[src/rtl/lsa_pkg.sv]
`timescale 1ns/1ps
package lsa_pkg;

    localparam int unsigned LANES  = 4;
    localparam int unsigned BYTE_W = 8;
    localparam int unsigned DATA_W = LANES * BYTE_W;
    localparam int unsigned OFS_W  = $clog2(LANES);

    typedef enum logic [1:0] {
        SZ_BYTE = 2'd0,
        SZ_HALF = 2'd1,
        SZ_WORD = 2'd2,
        SZ_WALT = 2'd3
    } acc_size_e;

    // Resolved load decode carried to the data-return cycle
    typedef struct packed {
        logic             valid;
        logic [OFS_W:0]   nbytes;
        logic [OFS_W-1:0] shift;
        logic             zext;
    } ld_ctrl_t;

endpackage

[src/rtl/lsa_lane_map.sv]
`timescale 1ns/1ps
module lsa_lane_map
    import lsa_pkg::*;
#(
    parameter int unsigned N_LANES = LANES,
    localparam int unsigned OW     = $clog2(N_LANES)
) (
    input  acc_size_e     size,
    input  logic [OW-1:0] ofs,
    input  logic          big_end,
    output logic [OW:0]   nbytes,
    output logic [OW-1:0] shift,
    output logic          misalign
);

    logic [OW-1:0] span_m1;
    logic [OW-1:0] aligned;
    logic [OW-1:0] rev_base;

    always_comb begin
        case (size)
            SZ_BYTE: nbytes = (OW+1)'(1);
            SZ_HALF: nbytes = (OW+1)'(2);
            default: nbytes = (OW+1)'(N_LANES);
        endcase
        span_m1  = OW'(nbytes - 1'b1);
        misalign = |(ofs & span_m1);
        aligned  = ofs & ~span_m1;
        // big-endian: lowest-numbered byte sits in the top lane
        rev_base = OW'((OW+1)'(N_LANES) - nbytes);
        shift    = big_end ? (rev_base - aligned) : aligned;
    end

endmodule

[src/rtl/lsa_store_lanes.sv]
`timescale 1ns/1ps
module lsa_store_lanes
    import lsa_pkg::*;
#(
    parameter int unsigned N_LANES = LANES,
    localparam int unsigned OW     = $clog2(N_LANES),
    localparam int unsigned DW     = N_LANES * BYTE_W
) (
    input  logic               enable,
    input  logic [OW:0]        nbytes,
    input  logic [OW-1:0]      shift,
    input  logic [DW-1:0]      wr_src,
    output logic [N_LANES-1:0] strb,
    output logic [DW-1:0]      wdata
);

    for (genvar i = 0; i < N_LANES; i++) begin : g_lane
        logic [OW:0]   rel;
        logic [OW-1:0] src;
        logic          hit;
        logic [BYTE_W-1:0] lane_byte;

        always_comb begin
            rel       = (OW+1)'(i) - {1'b0, shift};
            hit       = ((OW+1)'(i) >= {1'b0, shift}) && (rel < nbytes);
            // replicate the low item across all lanes
            src       = OW'(i) & OW'(nbytes - 1'b1);
            lane_byte = wr_src[src*BYTE_W +: BYTE_W];
        end

        assign strb[i]                     = enable && hit;
        assign wdata[i*BYTE_W +: BYTE_W]   = lane_byte;
    end

endmodule

[src/rtl/lsa_load_lanes.sv]
`timescale 1ns/1ps
module lsa_load_lanes
    import lsa_pkg::*;
#(
    parameter int unsigned N_LANES = LANES,
    localparam int unsigned OW     = $clog2(N_LANES),
    localparam int unsigned DW     = N_LANES * BYTE_W
) (
    input  logic [OW:0]   nbytes,
    input  logic [OW-1:0] shift,
    input  logic          zext,
    input  logic [DW-1:0] rd_word,
    output logic [DW-1:0] result
);

    logic [OW-1:0]     top_lane;
    logic              sign_bit;
    logic [BYTE_W-1:0] fill;

    always_comb begin
        top_lane = shift + OW'(nbytes - 1'b1);
        sign_bit = rd_word[top_lane*BYTE_W + BYTE_W - 1];
        fill     = zext ? '0 : {BYTE_W{sign_bit}};
    end

    for (genvar j = 0; j < N_LANES; j++) begin : g_res
        logic [OW-1:0]     lane;
        logic [BYTE_W-1:0] res_byte;

        always_comb begin
            lane     = shift + OW'(j);
            res_byte = ((OW+1)'(j) < nbytes) ? rd_word[lane*BYTE_W +: BYTE_W] : fill;
        end

        assign result[j*BYTE_W +: BYTE_W] = res_byte;
    end

endmodule

[src/rtl/lsa_aligner.sv]
`timescale 1ns/1ps
module lsa_aligner
    import lsa_pkg::*;
#(
    parameter int unsigned ADDR_W = 32,
    parameter int unsigned IMM_W  = 16
) (
    input  logic                clk,
    input  logic                rst_n,
    input  logic                req_valid,
    input  logic                req_store,
    input  logic [1:0]          req_size,
    input  logic                req_zext,
    input  logic                req_big_endian,
    input  logic [ADDR_W-1:0]   base_addr,
    input  logic [IMM_W-1:0]    imm_ofs,
    input  logic [DATA_W-1:0]   st_data,
    input  logic [DATA_W-1:0]   mem_rdata,
    output logic [ADDR_W-OFS_W-1:0] mem_addr,
    output logic [LANES-1:0]    mem_wstrb,
    output logic [DATA_W-1:0]   mem_wdata,
    output logic                misalign,
    output logic                ld_valid,
    output logic [DATA_W-1:0]   ld_result
);

    logic [ADDR_W-1:0] eff_addr;
    logic [OFS_W:0]    map_nbytes;
    logic [OFS_W-1:0]  map_shift;
    logic              map_mis;
    logic              st_go;
    logic [DATA_W-1:0] ld_raw;

    ld_ctrl_t ld_d, ld_q;

    always_comb begin
        eff_addr = base_addr + ADDR_W'({{(ADDR_W-IMM_W){imm_ofs[IMM_W-1]}}, imm_ofs});
    end

    assign mem_addr = eff_addr[ADDR_W-1:OFS_W];

    lsa_lane_map #(.N_LANES(LANES)) i_map (
        .size     (acc_size_e'(req_size)),
        .ofs      (eff_addr[OFS_W-1:0]),
        .big_end  (req_big_endian),
        .nbytes   (map_nbytes),
        .shift    (map_shift),
        .misalign (map_mis)
    );

    assign st_go    = req_valid && req_store && !map_mis;
    assign misalign = req_valid && map_mis;

    lsa_store_lanes #(.N_LANES(LANES)) i_st (
        .enable (st_go),
        .nbytes (map_nbytes),
        .shift  (map_shift),
        .wr_src (st_data),
        .strb   (mem_wstrb),
        .wdata  (mem_wdata)
    );

    always_comb begin
        ld_d       = ld_q;
        ld_d.valid = req_valid && !req_store && !map_mis;
        if (ld_d.valid) begin
            ld_d.nbytes = map_nbytes;
            ld_d.shift  = map_shift;
            ld_d.zext   = req_zext;
        end
    end

    always_ff @(posedge clk or negedge rst_n) begin
        if (!rst_n) begin
            ld_q <= '0;
        end else begin
            ld_q <= ld_d;
        end
    end

    lsa_load_lanes #(.N_LANES(LANES)) i_ld (
        .nbytes  (ld_q.nbytes),
        .shift   (ld_q.shift),
        .zext    (ld_q.zext),
        .rd_word (mem_rdata),
        .result  (ld_raw)
    );

    assign ld_valid  = ld_q.valid;
    assign ld_result = ld_q.valid ? ld_raw : '0;

endmodule

[config.mk]
export PLATFORM = sky130hd
export DESIGN_NAME = lsa_aligner
export DESIGN_NICKNAME = d
export VERILOG_FILES = /design/src/rtl/lsa_pkg.sv /design/src/rtl/lsa_lane_map.sv /design/src/rtl/lsa_store_lanes.sv /design/src/rtl/lsa_load_lanes.sv /design/src/rtl/lsa_aligner.sv
export SDC_FILE = /design/constraint.sdc
export NUM_CORES = 1
export LEC_CHECK = 0
export BUFFER_PORTS_ARGS = -buffer_cell sky130_fd_sc_hd__buf_2
export CAP_MARGIN = 10
export CORE_UTILIZATION = 49
export CTS_CLUSTER_SIZE = 25
export DETAILED_ROUTE_END_ITERATION = 10
export GPL_ROUTABILITY_DRIVEN = 0
export GPL_TIMING_DRIVEN = 0
export PLACE_DENSITY = 0.85
export SLEW_MARGIN = 10
export SYNTH_ARGS = -nofsm -noshare
export SYNTH_HDL_FRONTEND = slang
export SYNTH_HIERARCHICAL = 1
export SYNTH_SLANG_ARGS = --single-unit
[constraint.sdc]
create_clock -name clk -period 6.05 [get_ports clk]
set_input_delay 1.815 -clock clk [delete_from_list [all_inputs] [get_ports clk]]
set_output_delay 1.815 -clock clk [all_outputs]
set_load 0.02 [all_outputs]
==> summary.md, run 1 <==
| Metric | Value |
|---|---|
| Status | finished, final reports clean |
| Placed Instances | 891 |
| Vias in the first global route | a little under 5000 |
| Post-Route WL | roughly 14000 um |
| Final min period | 5.99 ns |
| Crit path max fanout | 3 |
| Worst Path Class, Setup | in2out |
| Clock share of power | 5.1% |
| Setup WS pre-CTS | -0.239 ns |
| Num ports | 220 |
| Final setup margin | between 0.06 and 0.07 ns |
| Setup TNS | 0 ns |
| Drt initial violations | 236 |
| Yosys reg bits | 7 |
| Post-DP Area | 0.00593 mm2 |
| Multi-input gate area | between 0.004 and 0.005 mm2 |
| Layout Cells excl Fill | 899 |
| Syn nets | 707 |
| DRT Pass-1 Iters | 5 |
| Cell count after synthesis | ~540 |
| Switching part of the total | 51.9% |
| Crit path launch type | input port |
| VDD IR-drop max | about 0.00014 V |
| Dpl hpwl | between 10000 and 15000 um |
| Avg Vias per Cell | slightly below 6 |
| Clk pin slew, worst setup/hold paths | 0.04 ns |
| Final hold violations | 0 |
| Ant diodes | 0 |
| Starting density of the core | 50.5% |
| Sequential Power Share | ~5.2% |
| FF-to-FF End | ld_q[0] |
| GRT Overall Usage | 26.6% |
| P_leak | 3.03 nW |
| First-pass GRT wire length | 22000 um |
| CTS H-tree lvls | 1 |
| CTS Hold Bufs | 0 |
| Yosys warns | 6 |
| Critical Path End | mem_addr[28] |
| Synth top area share | 17.4% |
| Combinational share of power | 89.6% |
| Reg area | 175 um2 |
| CTS tree | built |
| Crit path from | base_addr[0] |
| Nets | about 940 |
| Clock buffer depth | 2 |
| Fin Hold WS | 0.498 ns |
| Initial antenna violation count | 0 |
| Final core utilization | 66.0% |
| Slew Limit Fails | 0 |
| Rows | 35 |
| CTS Root Cell | clkbuf_8 |
| Chip width | 99.6 um |
| Total power draw | 1.30 mW |
| Reg2reg setup slack | about 5.2 ns |
| WL/cell | 15.4 um |
| Async SR Flop Fraction | 100% |
| Reg2reg start | ld_q[0] |
| Final setup fails | 0 |
| Max Fclk | 167 MHz |
| Die H | roughly 100 um |
| Post-synth top flop | dfrtp_1 |
| Power Density | about 210 mW/mm2 |
| CP required | 4.24 ns |
| Setup Skew | 0 ns |
| Top cells by area, synth | mux4_2 17%, ha_1 12%, buf_4 6.6% |
| Largest net degree at the start of global routing | 18 |
| Period utilisation layout | 99.0% |
| Mean Syn Cell Area | 8.59 um2 |
| Area growth from synthesis to layout | 30.6% |
| Pint | 624 uW |
| Max cap viols | 0 |
| Cell area after synthesis | between 0.004 and 0.005 mm2 |
| Share of cells above drive strength 1 | 51.4% |
| IO buf count | 219 |
| Vias | between 5000 and 6000 |
| Die Area | 0.00992 mm2 |
| Clock Latency Late Sink | 0.23 ns |
| Worst-Margin Slew | 0.665 ns |
| Cell accounting for the most synthesized area | mux4_2 |
| CTS Buf Count | 3 |
| Netlist cell types | 65 |
| Post-synth EDFFs | 0 |
| Slew HR | 55.7% |
| Clock sinks | 7 |
| Final ANT Viol Nets | 0 |
| Layout fillers | 734 |
| Final instance area | 0.00610 mm2 |
| Sequential area share after synthesis | 3.75% |
| Switching power | 674 uW |
| # DRC | 0 |
| Reg2Reg Depth | 1 |
| Hold/Removal Path Class | reg2reg |
| Core area | 0.00924 mm2 |
| Grt total ovfl | 0 |
| Crit end category | primary output |
| Critical Path AT | 4.17 ns |
## cell usage after synthesis, drive strengths merged (7+ instances only)
library cell	count
o21ai	20
buf	64
xor2	11
nand3	8
nand2	84
dfrtp	7
and2	36
inv	16
nor2	19
ha	43
mux4	40
o31ai	34
clkbuf	10
xnor2	22
a21o	12
a21oi	38
mux2	15
## timing repair
item,4_1_cts,5_1_grt
setup endpoints to repair,8,11
pin swaps,1,12
gates resized for setup,8,13
buffers inserted,1,3
## final cells by class
type,count,share of cell area [%]
multi-input cells,446,65.8
repair buffers,223,18.6
inverters,16,0.985
clock inverters,1,0.0821
plain buffers,74,8.37
clock buffers,3,0.677
flip-flops and latches,7,2.87
well taps,129,2.65
## kinds of logic (layout without fill, tap and decap cells)
kind of cell | count (synthesis) | count (layout) | share of synthesized area [%]
adder cells (fa/ha/maj) | 44 | 44 | 12.0
AND/OR/NAND/NOR | 173 | 173 | 18.3
flip-flops | 7 | 7 | 3.75
AO/OA/AOI/OAI | 136 | 136 | 22.4
XOR/XNOR | 34 | 34 | 7.24
multiplexers | 59 | 59 | 24.2
buffers and inverters | 90 | 317 | 12.2
## sequential cells by signal, indices dropped and copies added (netlist names)
name      flops
ld_q          6
ld_valid      1
## critical path: stages
cell       delay, ns
buf_2           0.10
ha_2            0.19
fa_2            0.39
a211oi_2        0.25
o21bai_1        0.12
a21oi_2         0.27
o311ai_4        0.16
o31ai_2         0.28
o2111ai_1       0.17
o311ai_1        0.12
buf_4           0.15
buf_2           0.15
## cells in the final DEF, fill, tap and decap left out, drive strengths merged, types with 5 or more instances in the layout
master,instances
buf,285
nand2,84
ha,43
mux4,40
a21oi,38
and2,36
o31ai,34
xnor2,22
o21ai,20
nor2,19
inv,16
mux2,15
clkbuf,15
a21o,12
xor2,11
nand3,8
dfrtp,7
and3,6
nand4,5
## routing by layer
metal / GRT usage [%] / share of wire [%] / vias to the layer above
met5: 0 / 0 / -
met4: 10.7 / 4.2 / 0
met3: 3.30 / 7.5 / 59
met2: 48.1 / 50 / 312
met1: 31.8 / 39 / 2398
li1: - / - / 2437
## worst min path at each step
stage | cells after the start | slack (ns) | end | from
final | 1 | 0.50 | ld_q[5] | ld_q[5]
after global routing | 1 | 0.54 | ld_q[5] | ld_q[5]
after CTS | 1 | 0.50 | ld_q[5] | ld_q[5]
after detailed placement | 1 | 0.49 | ld_q[5] | ld_q[5]
after global placement | 1 | 0.49 | ld_q[5] | ld_q[5]
after floorplan | 1 | 0.48 | ld_q[1] | ld_q[1]
## power groups by stage
stage	clock (mW)	sequential (mW)	combinational [mW]
6_report	0.0665	0.0680	1.16
5_1_grt	0.0714	0.0699	1.25
4_1_cts	0.0677	0.0679	1.14
3_5_place_dp	0	0.0683	1.13
3_3_place_gp	0	0.0682	1.09
2_1_floorplan	0	0.0663	0.866
Power figures use the tool's default switching activity.
==> inputs of run 2 (changes only) <==
--- a/config.mk
+++ b/config.mk
@@ -12,7 +12,7 @@
 export DETAILED_ROUTE_END_ITERATION = 10
 export GPL_ROUTABILITY_DRIVEN = 0
 export GPL_TIMING_DRIVEN = 0
-export PLACE_DENSITY = 0.85
+export PLACE_DENSITY = 0.84
 export SLEW_MARGIN = 10
 export SYNTH_ARGS = -nofsm -noshare
 export SYNTH_HDL_FRONTEND = slang
==> summary.md, run 2 (synthesized netlist as in run 1, its figures left out) <==
| Metric | Value |
|---|---|
| Status | finished, final reports clean |
| Largest net degree at the start of global routing | 18 (unchanged) |
| Reg2reg setup slack | 5.20 ns (-0.02 ns) |
| Crit path launch type | input port |
| First-pass GRT wire length | 21400 um (-3.0%) |
| GRT Overall Usage | 25.9% (-0.64 points) |
| Hold EP | ld_q[5] |
| Chip width | 99.6 um (unchanged) |
| Final hold violations | 0 (unchanged) |
| Most frequent CP cell | ha_1 |
| Clock buffer depth | 2 (unchanged) |
| CTS Buf Count | 3 (unchanged) |
| CP required | 4.24 ns (about the same) |
| Nets | 938 (+0.32%) |
| Final min period | 5.98 ns (-0.00562 ns) |
| Crit path max fanout | 4 (+1) |
| Setup TNS | 0 ns (unchanged) |
| Critical Path AT | 4.17 ns (about the same) |
| Final core utilization | 66.2% (+0.27 points) |
| CTS Root Cell | clkbuf_8 |
| Drt initial violations | 187 (-21%) |
| Vias | 5089 (-2.2%) |
| Crit path largest cell delay | 0.56 ns (+0.17 ns) |
| Final setup fails | 0 (unchanged) |
| Dpl hpwl | 11300 um (-1.3%) |
| Core area | 0.00924 mm2 (unchanged) |
| WL/cell | 15.2 um (-1.8%) |
| IO buf count | 219 (unchanged) |
| Slowest CP cell | fa_2 |
| P_leak | 3.04 nW (+0.34%) |
| Share of cells above drive strength 1 | 51.6% (+0.19 points) |
| Most frequent cells in the layout | 227 x buf_2, 81 x nand2_1, 52 x buf_4 |
| Clk pin slew, worst setup/hold paths | 0.04 ns (about the same) |
| Slew HR | 56.9% (+1.2 points) |
| Max Fclk | 167 MHz (about the same) |
| Num ports | 220 (unchanged) |
| Clock Latency Late Sink | 0.22 ns (about the same) |
| # DRC | 0 (unchanged) |
| Hold Crit Start | ld_q[5] |
| Ant diodes | 0 (unchanged) |
| Die Area | 0.00992 mm2 (unchanged) |
| Setup Skew | 0 ns (unchanged) |
| Power Density | 211 mW/mm2 (-0.98%) |
| Hold/Removal Path Class | reg2reg |
| Avg Vias per Cell | 5.64 (-2.6%) |
| Worst-Margin Slew | 0.646 ns (-0.0185 ns) |
| Starting density of the core | 50.5% (unchanged) |
| Period utilisation layout | 98.9% (about the same) |
| FF-to-FF End | ld_q[0] |
| CTS Hold Bufs | 0 (unchanged) |
| Post-Route WL | 13700 um (-1.4%) |
| Crit path cell chain | buf_2 -> ha_2 -> fa_2 -> nand2_1 -> o22ai_4 -> inv_2 -> ha_1 -> ha_1 -> a21o_1 -> a211oi_2 -> buf_4 |
| Worst Path Class, Setup | in2out |
| Final ANT Viol Nets | 0 (unchanged) |
| Top reg by flops | ld_q |
| Hold Crit Depth | 1 (unchanged) |
| CTS tree | built |
| Max cap viols | 0 (unchanged) |
| Die H | 99.6 um (unchanged) |
| DRT Pass-1 Iters | 4 (-1) |
| Reg2Reg Depth | 1 (unchanged) |
| Rows | 35 (unchanged) |
| Clock sinks | 7 (unchanged) |
| Max FFs per register | 6 (unchanged) |
| Reg2reg start | ld_q[0] |
| Grt total ovfl | 0 (unchanged) |
| Area growth from synthesis to layout | 31.2% |
| Slew Limit Fails | 0 (unchanged) |
| Vias in the first global route | 4765 (-2.6%) |
| Initial antenna violation count | 0 (unchanged) |
| Most common cell after layout, fill and taps aside | buf_2 |
| CTS H-tree lvls | 1 (unchanged) |
| Crit end category | primary output |
| VDD IR-drop max | 0.000143 V (+5.0%) |
run 2: area by class of cell:
cell class                      instances  area (um2)
Multi-Input combinational cell        446        4010
Inverter                               16        60.1
Sequential cell                         7         175
Fill cell                             732        3120
Clock buffer                            3        41.3
Timing Repair Buffer                  226        1160
Clock inverter                          1        5.00
Tap cell                              129         161
Buffer                                 74         510
run 2: timing repair:
| action | 4_1_cts | 5_1_grt |
|---|---|---|
| resized for setup | 11 | 13 |
| pin swaps | 3 | 12 |
| buffers inserted | 1 | 6 |
| setup endpoints to repair | 10 | 11 |
run 2: critical path, delay by kind of cell:
| family | cells | cell delay (ns) |
|---|---|---|
| adder cells (fa/ha/maj) | 4 | 1.33 |
| AO/OA/AOI/OAI | 3 | 0.57 |
| buffers and inverters | 3 | 0.37 |
| AND/OR/NAND/NOR | 1 | 0.09 |
run 2: worst max-delay path by stage:
| stage | from | endpoint | slack, ns |
|---|---|---|---|
| after floorplan | base_addr[0] | mem_wstrb[0] | 0.12 |
| after global placement | base_addr[0] | mem_wstrb[0] | -0.18 |
| after detailed placement | base_addr[0] | mem_wstrb[0] | -0.23 |
| after CTS | base_addr[0] | mem_wstrb[0] | -0.02 |
| after global routing | base_addr[0] | mem_addr[26] | -0.03 |
| final | base_addr[0] | mem_wstrb[0] | 0.07 |
run 2: metal layers:
metal  track usage (%)  up-vias  wire [um]
met5                 0        -          0
met4              8.60        0        355
met3              1.55       33        796
met2              49.5      234       7160
met1              30.8     2385       5370
li1                  -     2437          -
run 2: where the power goes:
group	switching (mW)	internal [mW]	leakage [nW]	total, mW
logic	0.634	0.523	2.92	1.16
clock network	0.0204	0.0446	0.0255	0.0650
registers	0.0108	0.0581	0.0895	0.0690
run 2: per-stage QoR:
stage / instance area (um2) / worst slack [ns] / hold WS [ns] / total power [mW] / instances
3_3_place_gp: 5930 / -0.182 / 0.490 / 1.16 / 891
4_1_cts: 6030 / -0.0216 / 0.516 / 1.27 / 896
3_5_place_dp: 5930 / -0.227 / 0.491 / 1.19 / 891
2_1_floorplan: 4670 / 0.121 / 0.475 / 0.932 / 543
5_1_grt: 6120 / -0.0311 / 0.528 / 1.38 / 902
6_report: 6120 / 0.0682 / 0.512 / 1.29 / 902
==> inputs of run 3 (changes only) <==
--- a/config.mk
+++ b/config.mk
@@ -7,7 +7,7 @@
 export LEC_CHECK = 0
 export BUFFER_PORTS_ARGS = -buffer_cell sky130_fd_sc_hd__buf_2
 export CAP_MARGIN = 10
-export CORE_UTILIZATION = 49
+export CORE_UTILIZATION = 47
 export CTS_CLUSTER_SIZE = 25
 export DETAILED_ROUTE_END_ITERATION = 10
 export GPL_ROUTABILITY_DRIVEN = 0
@@ -16,5 +16,4 @@
 export SLEW_MARGIN = 10
 export SYNTH_ARGS = -nofsm -noshare
 export SYNTH_HDL_FRONTEND = slang
-export SYNTH_HIERARCHICAL = 1
 export SYNTH_SLANG_ARGS = --single-unit
==> summary.md, run 3 <==
| Metric | Value |
|---|---|
| Core area | 0.00789 mm2 (-15%) |
| Die H | 93.3 um (-6.3%) |
| Final ANT Viol Nets | 0 (unchanged) |
| Total power draw | 964 uW (-25%) |
| WL/cell | 16.8 um (+11%) |
| Crit end category | primary output |
| Sequential area share after synthesis | 4.47% (+0.71 points) |
| Area growth from synthesis to layout | 36.0% |
| Initial antenna violation count | 0 (unchanged) |
| Most common cell in the netlist | a21oi_1 |
| # DRC | 0 (unchanged) |
| Most common cell after layout, fill and taps aside | buf_2 |
| Yosys reg bits | 7 (unchanged) |
| Cell area after synthesis | 0.00392 mm2 (-16%) |
| Starting density of the core | 49.7% (-0.79 points) |
| CP top delay family | adder cells |
| Dpl hpwl | 10600 um (-6.7%) |
| CTS Root Cell | clkbuf_8 |
| Final hold violations | 0 (unchanged) |
| Avg Vias per Cell | 5.77 (+2.3%) |
| Fin Hold WS | 0.546 ns (+0.0338 ns) |
| Nets | 833 (-11%) |
| Crit path cell chain | buf_6 -> ha_4 -> inv_2 -> fa_2 -> xor2_2 -> nor2_2 -> buf_4 -> buf_6 -> xnor2_2 -> ha_1 -> a21o_1 -> a2111oi_4 -> buf_4 |
| Die Area | 0.00871 mm2 (-12%) |
| RSZ-0062 raised after global routing | yes |
| Slew HR | 54.9% (-2.0 points) |
| Ant diodes | 0 (unchanged) |
| Switching power | 496 uW (-25%) |
| Critical Path AT | 4.21 ns (+0.04 ns) |
| Status | finished, final reports clean |
| Share of cells above drive strength 1 | 48.8% (-2.8 points) |
| P_leak | 2.63 nW (-13%) |
| Netlist cell types | 66 (+1.5%) |
| CP required | 4.24 ns (about the same) |
| Grt total ovfl | 0 (unchanged) |
| Worst-Margin Slew | 0.677 ns (+0.0302 ns) |
| Clock share of power | 6.7% (+1.7 points) |
| Drt initial violations | 138 (-26%) |
| First-pass GRT wire length | 20600 um (-3.7%) |
| Final setup fails | 0 (unchanged) |
| Largest net degree at the start of global routing | 18 (unchanged) |
| Chip width | 93.3 um (-6.3%) |
| Layout Cells excl Fill | 774 (-14%) |
| Rows | 32 (-8.6%) |
| Most frequent cells in the layout | 213 x buf_2, 41 x a21oi_1, 38 x nor2_1, 38 x ha_1, 32 x nand2_1 |
| Synth top area share | 12.4% (-4.9 points) |
| Hold/Removal Path Class | reg2reg |
| Setup Skew | 0 ns (unchanged) |
| Crit path launch type | input port |
| VDD IR-drop max | 0.0000894 V (-38%) |
| Post-synth top flop | dfrtp_1 |
| Period utilisation layout | 99.6% (+0.69 points) |
| Vias | 4466 (-12%) |
| Slew Limit Fails | 0 (unchanged) |
| Sequential Power Share | 6.7% (+1.4 points) |
| GRT Overall Usage | 29.4% (+3.5 points) |
| Clock buffer depth | 2 (unchanged) |
| Max Fclk | 166 MHz (-0.69%) |
| Clk pin slew, worst setup/hold paths | 0.04 ns (about the same) |
| Top reg by flops | ld_q |
| Crit path largest cell delay | 0.58 ns (+0.02 ns) |
| CTS tree | built |
| Slowest CP cell | fa_2 |
| Clock Latency Late Sink | 0.22 ns (about the same) |
| Final min period | 6.02 ns (+0.0418 ns) |
| Vias in the first global route | 4242 (-11%) |
| Max FFs per register | 6 (unchanged) |
| CTS Buf Count | 3 (unchanged) |
| Top cells by count, synth | 42 x a21oi_1, 39 x ha_1, 39 x nor2_1 |
| Async SR Flop Fraction | 100% (unchanged) |
| Final core utilization | 67.6% (+1.3 points) |
| Crit path buf inv count | 5 (+2) |
| CTS H-tree lvls | 1 (unchanged) |
| Switching part of the total | 51.4% (-0.12 points) |
| Crit path max fanout | 3 (-1) |
| Clock sinks | 7 (unchanged) |
| Yosys warns | 0 (-6) |
| Combinational share of power | 86.6% (-3.0 points) |
| Cell count after synthesis | 445 (-18%) |
| Top cells by area, synth | ha_1 12%, mux2_2 7.2%, mux4_4 7.0% |
| IO buf count | 219 (unchanged) |
| DRT Pass-1 Iters | 4 (unchanged) |
| Worst Path Class, Setup | in2out |
| Post-synth EDFFs | 0 (unchanged) |
| Power Density | 181 mW/mm2 (-14%) |
| Cell accounting for the most synthesized area | ha_1 |
| Num ports | 220 (unchanged) |
| Mean Syn Cell Area | 8.81 um2 (+2.5%) |
| Max cap viols | 0 (unchanged) |
| Placed Instances | 766 (-14%) |
| CTS Hold Bufs | 0 (unchanged) |
| Post-Route WL | 13000 um (-4.9%) |
| Pint | 469 uW (-25%) |
| Syn nets | 605 (-14%) |
[run 3: changes by cell type in the layout (fill, tap and decap cells not counted), sizes merged, moves of 8 or more]
cell	delta
mux2	+10
mux4	-8
nand2	-52
a21oi	+9
inv	+14
buf	-50
nor2	+22
o21a	+17
and2	-36
o31ai	-34
[run 3: worst paths after layout]
check	start	endpoint	slack (ns)	cells past startpoint
worst max-delay path	imm_ofs[0]	mem_wstrb[2]	0.03	13
worst min-delay path	ld_q[0]	ld_q[0]	0.55	2
worst max register to register	ld_q[1]	ld_q[1]	4.61	5
worst min register to register	ld_q[0]	ld_q[0]	0.55	2
max in group asynchronous	rst_n	ld_q[1]	4.49	1
min in group asynchronous	rst_n	ld_q[5]	1.41	1
[run 3: layout make-up]
cell class | count | area, um2
Tap cell | 102 | 128
Multi-Input combinational cell | 381 | 3510
Buffer | 26 | 208
Timing Repair Buffer | 223 | 1150
Fill cell | 651 | 2560
Inverter | 31 | 116
Sequential cell | 7 | 175
Clock buffer | 4 | 45.0
[run 3: power groups by stage]
stage / registers (mW) / clock network, mW / logic [mW]
2_1_floorplan: 0.0641 / 0 / 0.591
3_3_place_gp: 0.0649 / 0 / 0.788
3_5_place_dp: 0.0651 / 0 / 0.808
4_1_cts: 0.0644 / 0.0647 / 0.818
5_1_grt: 0.0655 / 0.0696 / 0.898
6_report: 0.0644 / 0.0646 / 0.835
[run 3: repair_timing]
action | CTS | global route
pin swaps | 2 | 10
buffers inserted | 2 | 2
endpoints found under the hold margin | 0 | 0
resized for setup | 5 | 17
setup endpoints to repair | 3 | 6
[run 3: routing by layer]
layer  up-vias  GRT usage (%)  part of all wire (%)
li1       2144              -                     -
met1      2095           37.6                    41
met2       209           52.0                    51
met3        18           4.15                   7.1
met4         0           7.31                   1.7
met5         -              0                     0
[run 3: logic make-up (layout without fill, tap and decap cells)]
| logic type | after synthesis | after routing | synth area share, % |
|---|---|---|---|
| compound gates | 150 | 150 | 27.2 |
| simple gates | 103 | 103 | 11.9 |
| mux | 58 | 58 | 27.5 |
| buf+inv | 57 | 284 | 8.26 |
| fa+ha+maj | 40 | 40 | 13.0 |
| xor+xnor | 30 | 30 | 7.66 |
| flops | 7 | 7 | 4.47 |
[run 3: stage by stage]
step	setup slack [ns]	TNS (ns)	cell area [um2]
floorplan	-0.0398	-0.0398	3930
global placement	-0.195	-0.220	5160
detailed placement	-0.271	-0.440	5160
CTS	0.0149	0	5240
global route	-0.0618	-0.120	5330
finish	0.0263	0	5330
[run 3: worst register-to-register path: cells and delay by family (launching register included)]
kind            cells  cell delay (ns)
flops               1             0.31
buf+inv             3             0.91
compound gates      1             0.08
simple gates        1             0.05
